## src/rtl/acc_alu_pkg.sv

```systemverilog
package acc_alu_pkg;

    typedef enum logic [3:0] {
        OP_ADD  = 4'd0,
        OP_SUB  = 4'd1,
        OP_CMP  = 4'd2,
        OP_AND  = 4'd3,
        OP_OR   = 4'd4,
        OP_XOR  = 4'd5,
        OP_BIT  = 4'd6,
        OP_SHL  = 4'd7,
        OP_SHR  = 4'd8,
        OP_ROL  = 4'd9,
        OP_ROR  = 4'd10,
        OP_INC  = 4'd11,
        OP_DEC  = 4'd12,
        OP_RS13 = 4'd13,
        OP_RS14 = 4'd14,
        OP_RS15 = 4'd15
    } alu_op_e;

    typedef struct packed {
        logic n;
        logic z;
        logic c;
        logic v;
    } nzcv_t;

    localparam nzcv_t UPD_ALL   = '{n: 1'b1, z: 1'b1, c: 1'b1, v: 1'b1};
    localparam nzcv_t UPD_NZC   = '{n: 1'b1, z: 1'b1, c: 1'b1, v: 1'b0};
    localparam nzcv_t UPD_NZ    = '{n: 1'b1, z: 1'b1, c: 1'b0, v: 1'b0};
    localparam nzcv_t UPD_NZV   = '{n: 1'b1, z: 1'b1, c: 1'b0, v: 1'b1};
    localparam nzcv_t UPD_NONE  = '{n: 1'b0, z: 1'b0, c: 1'b0, v: 1'b0};

endpackage

```

## src/rtl/acc_alu_adder.sv

```systemverilog
module acc_alu_adder #(
    parameter int W = 8
) (
    input  logic [W-1:0] a_i,
    input  logic [W-1:0] b_i,
    input  logic         cin_i,
    output logic [W-1:0] sum_o,
    output logic         cout_o,
    output logic         ovf_o
);
    localparam int MSB = W - 1;

    logic [W:0]   wide_d;
    logic [W-1:0] sgn_d;

    always_comb begin
        wide_d = {1'b0, a_i} + {1'b0, b_i} + {{W{1'b0}}, cin_i};
        sgn_d  = ~(a_i ^ b_i) & (a_i ^ wide_d[W-1:0]);
    end

    assign sum_o  = wide_d[W-1:0];
    assign cout_o = wide_d[W];
    assign ovf_o  = sgn_d[MSB];

    always_comb begin
        if (a_i[MSB] != b_i[MSB]) begin

            no_overflow_chk: assert (!ovf_o)
                else $error("overflow raised on mixed-sign adder inputs");
        end
    end

endmodule

```

## src/rtl/acc_alu_logic.sv

```systemverilog
module acc_alu_logic
    import acc_alu_pkg::*;
#(
    parameter int W = 8
) (
    input  alu_op_e      op_i,
    input  logic [W-1:0] a_i,
    input  logic [W-1:0] m_i,
    output logic [W-1:0] res_o,
    output logic         bitz_o
);
    logic [W-1:0] and_d;
    logic [W-1:0] or_d;
    logic [W-1:0] xor_d;

    for (genvar i = 0; i < W; i++) begin : g_bit
        assign and_d[i] = a_i[i] & m_i[i];
        assign or_d[i]  = a_i[i] | m_i[i];
        assign xor_d[i] = a_i[i] ^ m_i[i];
    end

    always_comb begin
        unique case (op_i)
            OP_OR:   res_o = or_d;
            OP_XOR:  res_o = xor_d;
            default: res_o = and_d;
        endcase
        bitz_o = ~|and_d;
    end

    always_comb begin
        if (op_i == OP_OR) begin

            or_cover_chk: assert ((res_o & a_i) == a_i && (res_o & m_i) == m_i)
                else $error("OR result does not cover both operands");
        end
    end

endmodule

```

## src/rtl/acc_alu_shift.sv

```systemverilog
module acc_alu_shift
    import acc_alu_pkg::*;
#(
    parameter int W = 8
) (
    input  alu_op_e      op_i,
    input  logic [W-1:0] a_i,
    input  logic         cin_i,
    output logic [W-1:0] res_o,
    output logic         cout_o
);
    localparam int MSB = W - 1;

    always_comb begin
        res_o  = a_i;
        cout_o = cin_i;
        case (op_i)
            OP_SHL: begin
                res_o  = {a_i[MSB-1:0], 1'b0};
                cout_o = a_i[MSB];
            end
            OP_SHR: begin
                res_o  = {1'b0, a_i[MSB:1]};
                cout_o = a_i[0];
            end
            OP_ROL: begin
                res_o  = {a_i[MSB-1:0], cin_i};
                cout_o = a_i[MSB];
            end
            OP_ROR: begin
                res_o  = {cin_i, a_i[MSB:1]};
                cout_o = a_i[0];
            end
            default: begin
                res_o  = a_i;
                cout_o = cin_i;
            end
        endcase
    end

    always_comb begin
        if (op_i == OP_ROL || op_i == OP_ROR) begin

            rotate_ones_chk: assert ($countones({cout_o, res_o}) == $countones({cin_i, a_i}))
                else $error("rotate through carry lost or gained a bit");
        end
        if (op_i == OP_SHR) begin

            shift_fill_chk: assert (res_o[MSB] == 1'b0)
                else $error("right shift did not fill the top bit with zero");
        end
    end

endmodule

```

## src/rtl/acc_alu.sv

```systemverilog
module acc_alu
    import acc_alu_pkg::*;
#(
    parameter int W = 8
) (
    input  logic [3:0]   op_sel,
    input  logic [W-1:0] a_in,
    input  logic [W-1:0] m_in,
    input  logic         c_in,
    input  logic         v_in,
    output logic [W-1:0] res_out,
    output logic         n_out,
    output logic         z_out,
    output logic         c_out,
    output logic         v_out,
    output logic [3:0]   upd_mask,
    output logic         res_we
);
    localparam int MSB = W - 1;

    typedef struct packed {
        logic [W-1:0] res;
        nzcv_t        flg;
        nzcv_t        upd;
        logic         we;
    } alu_out_t;

    alu_op_e      op;
    logic [W-1:0] add_b_d;
    logic         add_cin_d;
    logic [W-1:0] add_sum;
    logic         add_cout;
    logic         add_ovf;
    logic [W-1:0] lu_res;
    logic         lu_bitz;
    logic [W-1:0] sh_res;
    logic         sh_cout;
    alu_out_t     out_d;

    assign op = alu_op_e'(op_sel);

    // operand steering for the shared adder
    always_comb begin
        case (op)
            OP_SUB: begin
                add_b_d   = ~m_in;
                add_cin_d = c_in;
            end
            OP_CMP: begin
                add_b_d   = ~m_in;
                add_cin_d = 1'b1;
            end
            OP_INC: begin
                add_b_d   = '0;
                add_cin_d = 1'b1;
            end
            OP_DEC: begin
                add_b_d   = '1;
                add_cin_d = 1'b0;
            end
            default: begin
                add_b_d   = m_in;
                add_cin_d = c_in;
            end
        endcase
    end

    acc_alu_adder #(.W(W)) adder_i (
        .a_i    (a_in),
        .b_i    (add_b_d),
        .cin_i  (add_cin_d),
        .sum_o  (add_sum),
        .cout_o (add_cout),
        .ovf_o  (add_ovf)
    );

    acc_alu_logic #(.W(W)) logic_i (
        .op_i   (op),
        .a_i    (a_in),
        .m_i    (m_in),
        .res_o  (lu_res),
        .bitz_o (lu_bitz)
    );

    acc_alu_shift #(.W(W)) shift_i (
        .op_i   (op),
        .a_i    (a_in),
        .cin_i  (c_in),
        .res_o  (sh_res),
        .cout_o (sh_cout)
    );

    // result select and flag formation
    always_comb begin
        out_d       = '0;
        out_d.res   = a_in;
        out_d.flg.c = c_in;
        out_d.flg.v = v_in;
        out_d.upd   = UPD_NONE;
        out_d.we    = 1'b0;

        case (op)
            OP_ADD, OP_SUB: begin
                out_d.res   = add_sum;
                out_d.flg.c = add_cout;
                out_d.flg.v = add_ovf;
                out_d.upd   = UPD_ALL;
                out_d.we    = 1'b1;
            end
            OP_CMP: begin
                out_d.res   = add_sum;
                out_d.flg.c = add_cout;
                out_d.upd   = UPD_NZC;
            end
            OP_AND, OP_OR, OP_XOR: begin
                out_d.res = lu_res;
                out_d.upd = UPD_NZ;
                out_d.we  = 1'b1;
            end
            OP_BIT: begin
                out_d.res   = a_in;
                out_d.flg.v = m_in[MSB-1];
                out_d.upd   = UPD_NZV;
            end
            OP_SHL, OP_SHR, OP_ROL, OP_ROR: begin
                out_d.res   = sh_res;
                out_d.flg.c = sh_cout;
                out_d.upd   = UPD_NZC;
                out_d.we    = 1'b1;
            end
            OP_INC, OP_DEC: begin
                out_d.res = add_sum;
                out_d.upd = UPD_NZ;
                out_d.we  = 1'b1;
            end
            default: begin
                out_d.res = a_in;
            end
        endcase

        if (op == OP_BIT) begin
            out_d.flg.n = m_in[MSB];
            out_d.flg.z = lu_bitz;
        end else begin
            out_d.flg.n = out_d.res[MSB];
            out_d.flg.z = ~|out_d.res;
        end
    end

    assign res_out  = out_d.res;
    assign n_out    = out_d.flg.n;
    assign z_out    = out_d.flg.z;
    assign c_out    = out_d.flg.c;
    assign v_out    = out_d.flg.v;
    assign upd_mask = out_d.upd;
    assign res_we   = out_d.we;

    always_comb begin
        if (op == OP_CMP) begin

            cmp_carry_chk: assert (c_out == (a_in >= m_in))
                else $error("compare carry disagrees with unsigned order");
        end
        if (op == OP_BIT) begin

            bit_test_chk: assert (res_out == a_in && !res_we && z_out == ((a_in & m_in) == '0))
                else $error("bit test changed the register or misjudged zero");
        end
        if (!upd_mask[1]) begin

            pass_carry_chk: assert (c_out == c_in)
                else $error("carry moved although not in the update mask");
        end
        if (op == OP_INC) begin

            inc_wrap_chk: assert (res_out == W'(a_in + 1'b1))
                else $error("increment did not wrap modulo 2^W");
        end
        if (op != OP_BIT) begin

            zero_flag_chk: assert (z_out == (res_out == '0) && n_out == res_out[MSB])
                else $error("negative/zero disagree with the result");
        end
    end

endmodule

```

## config.mk

```make
export PLATFORM = sky130hd
export DESIGN_NAME = acc_alu
export DESIGN_NICKNAME = d
export VERILOG_FILES = /design/src/rtl/acc_alu_pkg.sv /design/src/rtl/acc_alu_adder.sv /design/src/rtl/acc_alu_logic.sv /design/src/rtl/acc_alu_shift.sv /design/src/rtl/acc_alu.sv
export SDC_FILE = /design/constraint.sdc
export NUM_CORES = 1
export LEC_CHECK = 0
export BUFFER_PORTS_ARGS = -buffer_cell sky130_fd_sc_hd__buf_2
export CAP_MARGIN = 40
export CORE_ASPECT_RATIO = 1.1
export CORE_MARGIN = 5
export CORE_UTILIZATION = 53
export DETAILED_ROUTE_END_ITERATION = 16
export PLACE_DENSITY = 0.86
export REMOVE_ABC_BUFFERS = 1
export SYNTH_ARGS = -nofsm -noshare
export SYNTH_HDL_FRONTEND = slang
export SYNTH_SLANG_ARGS = --single-unit
```

## constraint.sdc

```tcl
create_clock -name vclk -period 5.2
set_clock_uncertainty 0.15 [all_clocks]
set_input_delay 1.04 -clock vclk [all_inputs]
set_output_delay 1.04 -clock vclk [all_outputs]
set_load 0.005 [all_outputs]
```

# ---- Yosys cells after proc, flatten, opt, wreduce, memory -nomap -nowiden
# Index checks and enable logic that the tools add are counted.
dict set report totals {
  memories 0
  latch_bits 0
  in_bits 22
  out_inout_bits 17
  mem_bits_rw 0
  word_cells 71
  rom_bits 0
  ff_bits 0
}
dict set report op_classes {
  n_mul 0
  n_reduce_logical 17
  addsub 2
  eq_ne 12
  magnitude_cmp 0
  div 0
  n_shift 0
  bitwise_logic 29
  muxes 11
}
# cell n
set ops {}
lappend ops {{8-bit one-hot mux with 3 select lines} 2}
lappend ops {{8-bit one-hot mux with 4 select lines} 1}
lappend ops {{4-bit equality test (second input constant)} 5}
lappend ops {{4-bit by 3-bit equality test with 1-bit output (second input constant)} 4}
lappend ops {{8-bit NOT} 2}
lappend ops {{4-bit one-hot mux with 4 select lines} 1}
lappend ops {{8-bit one-hot mux with 2 select lines} 1}
lappend ops {{8-bit OR reduction} 2}
lappend ops {{8-bit bitwise XOR} 2}
lappend ops {{5-bit OR reduction} 3}
lappend ops {{11-bit OR reduction} 1}
lappend ops {{2-bit OR reduction} 5}
lappend ops {{8-bit by 8-bit adder with 9-bit output} 1}
lappend ops {{9-bit by 1-bit adder with 9-bit output} 1}
lappend ops {{1-bit bitwise AND} 8}
lappend ops {{8-bit bitwise AND} 1}
lappend ops {{4-bit by 2-bit equality test with 1-bit output (second input constant)} 2}
lappend ops {{1-bit bitwise OR} 8}
lappend ops {{1-bit one-hot mux with 2 select lines} 4}
lappend ops {{1-bit bitwise XOR} 8}
lappend ops {{3-bit OR reduction} 2}
lappend ops {{4-bit by 1-bit equality test with 1-bit output (second input constant)} 1}
lappend ops {{4-bit zero test} 1}
lappend ops {{4-bit OR reduction} 1}
lappend ops {{other kinds (3)} 4}

# ---- Depth between registers and ports, before layout
# Gate-level depths: netlist (run 1).
dict set report logic_depth {
  ltp_word 9
  mapped_depth 17
  depth_no_buf 15
}

# ---- Cells and area by module
# From an unflattened synthesis (run 1), not the netlist that was laid out.
dict set report unflattened {
  hier_cells 350
  hier_area_um2 2257.2
}
# module area_per_inst_um2 cells_each n_inst
set modules_own_cells {}
lappend modules_own_cells {acc_alu 1207.4 206 1}
lappend modules_own_cells {acc_alu_logic 466.7 72 1}
lappend modules_own_cells {acc_alu_adder 336.6 42 1}
lappend modules_own_cells {acc_alu_shift 246.5 30 1}

# ---- Worst setup path after synthesis (run 1)
# No wires, ideal clock.
dict set report synth_timing {
  kind {input-to-output}
  from {input op_sel[0]}
  to {output z_out}
  required_time_ps 4010
  arrival_ps 4426
  path_slack_ps -416
  path_stages 17
  n_path_buf 4
  cell_sequence {buf_2 > buf_2 > buf_6 > clkbuf_1 > nor3_1 > o21ai_0 > o221ai_1 > fa_1 > inv_1 > fa_1 > nor2b_1 > o211ai_1 > a21oi_1 > xnor2_1 > o211ai_1 > or4b_1 > o31ai_1}
}
dict set report synth_via {
  elab_chain_cells 9
  word_cells_on_any_way 28
  classes_between {2 x add/sub; 12 x eq/ne; 6 x mux; 8 x reduce/logical}
}
# item line
set synth_lines {}
lappend synth_lines {{start: declaration} acc_alu.sv:6} ;# input logic [3:0] op_sel,
lappend synth_lines {{4-bit by 2-bit equality test with 1-bit output or 4-bit by 1-bit equality test with 1-bit output (tied branches)} {acc_alu.sv:44, acc_alu.sv:102}}
lappend synth_lines {{2-bit OR reduction (no source line)} --}
lappend synth_lines {{8-bit one-hot mux with 3 select lines} acc_alu.sv:44} ;# case (op)
lappend synth_lines {{8-bit by 8-bit adder with 9-bit output} acc_alu_adder.sv:17} ;# wide_d = {1'b0, a_i} + {1'b0, b_i} + {{W{1'b0}}, cin_i};
lappend synth_lines {{9-bit by 1-bit adder with 9-bit output} acc_alu_adder.sv:17}
lappend synth_lines {{8-bit one-hot mux with 3 select lines *} acc_alu.sv:102} ;# case (op)
lappend synth_lines {{via res_out[6]} acc_alu.sv:11} ;# output logic [W-1:0] res_out,
lappend synth_lines {{8-bit OR reduction *} acc_alu.sv:146} ;# out_d.flg.z = ~|out_d.res;
lappend synth_lines {{1-bit zero test *} acc_alu.sv:146}
lappend synth_lines {{2-bit two-way mux *} acc_alu.sv:141} ;# if (op == OP_BIT) begin
lappend synth_lines {{end: declaration} acc_alu.sv:13} ;# output logic z_out,
# The timed path passes the listed nets; every way through them passes the cells marked *.

# ---- Final worst setup path (run 1)
dict set report layout_timing {
  from {input op_sel[3]}
  to {output z_out}
}
dict set report layout_via {
  elab_chain_cells 9
  word_cells_on_any_way 28
  classes_between {2 x add/sub; 12 x eq/ne; 6 x mux; 8 x reduce/logical}
}
# item line
set layout_lines {}
lappend layout_lines {{4-bit by 2-bit equality test with 1-bit output or 4-bit by 1-bit equality test with 1-bit output (tied branches)} {acc_alu.sv:44, acc_alu.sv:102}}
lappend layout_lines {{2-bit OR reduction (no source line)} --}
lappend layout_lines {{8-bit one-hot mux with 3 select lines} acc_alu.sv:44}
lappend layout_lines {{8-bit by 8-bit adder with 9-bit output} acc_alu_adder.sv:17}
lappend layout_lines {{9-bit by 1-bit adder with 9-bit output} acc_alu_adder.sv:17}
lappend layout_lines {{8-bit one-hot mux with 3 select lines} acc_alu.sv:102}
lappend layout_lines {{8-bit OR reduction} acc_alu.sv:146}
lappend layout_lines {{1-bit zero test} acc_alu.sv:146}
lappend layout_lines {{2-bit two-way mux *} acc_alu.sv:141}
# Every way passes the cells marked *; elsewhere a longest branch is shown, timed or not.

==> results of run 1 <==
==> path summary, 6_finish.rpt <==
check	start	end	slack (ns)
setup / recovery	op_sel[3]	z_out	-0.04
hold / removal	m_in[6]	v_out	2.31
==> final cells by class <==
cell class,count,area (sq um)
fill,259,905
inverter,21,78.8
multi-input combinational,222,1570
tap,34,42.5
timing repair buffer,78,508
==> cells by family (layout without fill, tap and decap cells) <==
logic type | count (synthesis) | in the layout | synth area share, %
adder cells (fa/ha/maj) | 25 | 25 | 18.9
XOR/XNOR | 8 | 8 | 4.05
AND/OR/NAND/NOR | 83 | 83 | 23.9
buffers and inverters | 41 | 99 | 12.9
multiplexers | 3 | 3 | 1.81
AO/OA/AOI/OAI | 103 | 103 | 38.5
==> stage by stage <==
stage               setup TNS (ns)  util, %
floorplan                  -0.0109        -
global placement            -0.147     67.6
detailed placement          -0.277     67.6
CTS                              0     70.0
global route                -0.174     70.8
finish                     -0.0397     70.8
==> critical path: stages <==
cell and delay [ns]:
buf_2 0.09, inv_1 0.06, nor3_2 0.33, buf_4 0.18, nand2b_1 0.09, a21oi_1 0.08
fa_2 0.35, inv_2 0.06, fa_2 0.22, nor2b_2 0.06, o211ai_1 0.23, a21oi_2 0.10
xnor2_1 0.15, o211ai_1 0.14, or4b_4 0.53, o31ai_4 0.19, buf_2 0.15
==> metal layers <==
layer  global-route usage (%)  up-vias
li1                         -     1084
met1                     35.4     1086
met2                     48.2      174
met3                     1.44       35
met4                     10.6        0
met5                        0        -
==> cells in the final DEF, fill, tap and decap left out, types with 4 or more instances in the layout <==
master     n
a22oi_1    4
o221ai_1   8
nor2_1    20
a21o_1     5
nand2_1   28
ha_1      23
xnor2_1    4
buf_4     37
buf_6      4
buf_2     37
a21oi_1   27
xor2_1     4
nand3_1    6
inv_1     20
o21ai_0   27
==> timing repair <==
item                                   CTS  global route
buffers inserted                         1             2
gates resized for setup                 19             5
endpoints found under the hold margin    0             0
pin swaps                                7             3
setup endpoints to repair                1             3
==> power breakdown <==
part	switching, mW	internal, mW	total (mW)
Combinational	0.143	0.122	0.265
Clock	0	0	0
Sequential	0	0	0
==> results.json, run 1 <==
{
  "status": "finished, violations left",
  "violations": "negative setup slack",
  "drv_cap": 0,
  "initial_core_util_pct": 55.8,
  "wl_met2_um": 3080,
  "avgSynthCellArea_sq_um": 6.58,
  "die-height_um": 69.9,
  "fmax_mhz": 191,
  "critPathKind": "input port to output pin",
  "drt_pass1_iterations": 6,
  "portBuffers": 39,
  "antennaDiodeCount": 0,
  "post-synth-top-area-fraction_pct": 16.6,
  "ff_latch_area_sq_um": 0,
  "synth_cell_type_count": 57,
  "fin_crit_sh_pct": 101,
  "grt_pass1_vias": 2225,
  "crit_path_end_kind": "output pin",
  "nClkBuffers": 0,
  "synth-seq-area-share_pct": 0,
  "routed-wl-met3_um": 564,
  "path_max_fanout": 3,
  "final_area_sq_um": 2200,
  "design.die.area_sq_um": 4510,
  "drv_slew": 0,
  "num_rows": 21,
  "ys_top_cells_by_area": "ha_1, a21oi_1, o21ai_0",
  "tightest_slew_ns": 0.505,
  "dpl.hpwl_um": 4840,
  "cts_hold_buf": 0,
  "drive_above_1_share_pct": 32.4,
  "die_w_um": 64.5,
  "placedCellCount": 352,
  "routed.top_layer": "met4",
  "wire_per_inst_um": 18.1,
  "vias": 2379,
  "p_total_mw": 0.265,
  "io_pins": 39,
  "nets": 370,
  "yosysTopAreaCell": "ha_1",
  "stdcell_count": 355,
  "synth.most_common_cell": "a21oi_1",
  "grt_overflow_total": 0,
  "hold_slack_ns": 2.31,
  "drcViolationCount": 0,
  "hold_path.class": "input port to output pin",
  "wl_met1_um": 2530,
  "peakVddDrop_uv": 63.7,
  "viasPerCell": 6.70,
  "grt_util_all_layers_pct": 27.7,
  "hold_path_depth": 3,
  "gp_congestion": 1.06,
  "p_leak_nw": 1.07,
  "cp-start-kind": "input port",
  "syn_to_final_growth_pct": 26.9,
  "grt_max_degree": 26,
  "antenna_found_initial": 0,
  "maxSlewHeadroom_pct": 66.3,
  "routed_wl_um": 6440,
  "synth_commonest_cells": "a21oi_1, nand2_1, o21ai_0, ha_1",
  "dpl_worst_slack_ns": -0.277,
  "place_area_sq_um": 2090,
  "yosys_warnings": 0,
  "syn_inst": 263,
  "drtIter0Drc": 262,
  "fin_ws_ns": -0.0397,
  "hold_viol_final": 0,
  "rsz0062_at_grt": "yes",
  "coreArea_sq_um": 3100,
  "grt_pass1_wl_um": 10300,
  "syn-cell-area_sq_um": 1730,
  "fin_crit_ns": 5.24,
  "final_antenna_net_count": 0,
  "setup_viol": 1,
  "design.seq.count": 0,
  "worstPathRequired_ns": 4.01,
  "cp_data_arrival_time_ns": 4.05,
  "powerDensity_nw_per_um2": 121
}
No activity file was read; power rests on OpenSTA's default activity.
==> run 2: changes to the inputs <==
--- a/config.mk
+++ b/config.mk
@@ -11,6 +11,7 @@
 export CORE_MARGIN = 5
 export CORE_UTILIZATION = 53
 export DETAILED_ROUTE_END_ITERATION = 16
+export GPL_TIMING_DRIVEN = 0
 export PLACE_DENSITY = 0.86
 export REMOVE_ABC_BUFFERS = 1
 export SYNTH_ARGS = -nofsm -noshare
==> run 2 against run 1 <==
Net effect: the flow still finishes with violations (negative setup slack); final area decreased by 6.2%; first-iteration DRC count up 2.3%; fmax shrank 3.5%; die area unchanged; largest cell class unchanged; largest power group unchanged; highest routed layer unchanged.
==> results.json, run 2 (synthesized netlist as in run 1, its figures left out) <==
{
  "status": "finished, violations left",
  "violations": "negative setup slack",
  "nClkBuffers": 0,
  "tightest_slew_ns": 0.481,
  "final_antenna_net_count": 0,
  "grt_pass1_wl_um": 10100,
  "drv_cap": 0,
  "hold_viol_final": 0,
  "nets": 341,
  "io_pins": 39,
  "placedCellCount": 317,
  "grt_util_all_layers_pct": 26.9,
  "viasPerCell": 6.87,
  "fmax_mhz": 184,
  "layout_common_cells": "buf_2, a21oi_1, nand2_1",
  "vias": 2241,
  "dpl.hpwl_um": 3930,
  "setup_viol": 1,
  "num_rows": 21,
  "cp-start-kind": "input port",
  "initial_core_util_pct": 55.8,
  "fin_util_pct": 66.4,
  "grt_overflow_total": 0,
  "crit_path_end_kind": "output pin",
  "worstPathRequired_ns": 4.01,
  "grt_max_degree": 30,
  "drt_pass1_iterations": 5,
  "critPathKind": "input port to output pin",
  "fin_crit_ns": 5.43,
  "drv_slew": 0,
  "cp_data_arrival_time_ns": 4.24,
  "layout_commonest_cell": "buf_2",
  "cts_hold_buf": 0,
  "coreArea_sq_um": 3100,
  "routed_wl_um": 6170,
  "portBuffers": 39,
  "fin_crit_sh_pct": 104,
  "rsz0062_at_grt": "yes",
  "drcViolationCount": 0,
  "gp_congestion": 0.940,
  "design.die.area_sq_um": 4510,
  "antenna_found_initial": 0,
  "path_max_fanout": 22,
  "maxSlewHeadroom_pct": 67.9,
  "peakVddDrop_uv": 62.6,
  "antennaDiodeCount": 0,
  "fin_ws_ns": -0.231,
  "powerDensity_nw_per_um2": 117,
  "hold_path.class": "input port to output pin",
  "die-height_um": 69.9,
  "wire_per_inst_um": 18.9,
  "drtIter0Drc": 268,
  "syn_to_final_growth_pct": 19.0,
  "grt_pass1_vias": 2077,
  "design.seq.count": 0,
  "die_w_um": 64.5,
  "ff_latch_area_sq_um": 0,
  "p_leak_nw": 0.952,
  "stdcell_count": 326,
  "drive_above_1_share_pct": 25.3
}
-- run 2: cell count changes in the layout (fill, tap and decap cells not counted), sizes merged --
cell | before | now
buf | 78 | 48
clkinvlp | 0 | 2
inv | 21 | 19
bufbuf | 0 | 1
-- run 2: repair_timing --
action / in CTS / in global routing
endpoints found under the setup margin: 12 / 2
gates cloned: 1 / 0
gates resized for setup: 35 / 3
buffers inserted: 7 / 1
pin swaps: 6 / 1
-- run 2: final cells by class --
type | instances | area, sq um
inverter | 21 | 86.3
tap | 34 | 42.5
multi-input combinational | 222 | 1570
fill | 266 | 1040
timing repair buffer | 49 | 357
-- run 2: critical path, cell delays in order --
cell and delay, ns:
buf_16 0.14, and2b_2 0.26, o21ai_4 0.19, nor2_1 0.06, a21oi_1 0.15, o221ai_2 0.12
fa_2 0.38, inv_2 0.06, fa_2 0.22, nor2b_2 0.05, o211ai_1 0.24, a21oi_2 0.11
xnor2_1 0.18, o211ai_1 0.15, or4b_1 0.53, o31ai_2 0.21, buf_2 0.15
-- run 2: through the flow --
stage	total power, mW	hold slack (ns)	worst slack (ns)	setup TNS (ns)	instance area, sq um
final	0.240	2.31	-0.231	-0.231	2060
after global routing	0.260	2.34	-0.366	-0.379	2060
after CTS	0.228	2.30	-0.137	-0.137	2040
after detailed placement	0.204	2.30	-1.45	-6.70	1830
after global placement	0.200	2.30	-1.52	-7.53	1820
after floorplan	0.129	1.97	-0.0109	-0.0109	1590
-- run 2: worst paths after layout --
path,from,endpoint,slack [ns],cells past startpoint
max,op_sel[0],z_out,-0.23,17
min,m_in[6],v_out,2.31,3
-- run 2: routing by layer --
layer  vias to the layer above  GRT usage [%]  wire length, um
met4                         0           10.1              176
met5                         -              0                0
met2                       180           43.2             2860
li1                       1024              -                -
met1                      1004           36.6             2340
met3                        33           2.72              803
-- run 2: where the power goes --
part	switching, mW	total, mW	leakage, nW	internal, mW
clock network	0	0	0	0
registers	0	0	0	0
logic	0.136	0.240	0.952	0.104
total	0.136	0.240	0.952	0.104
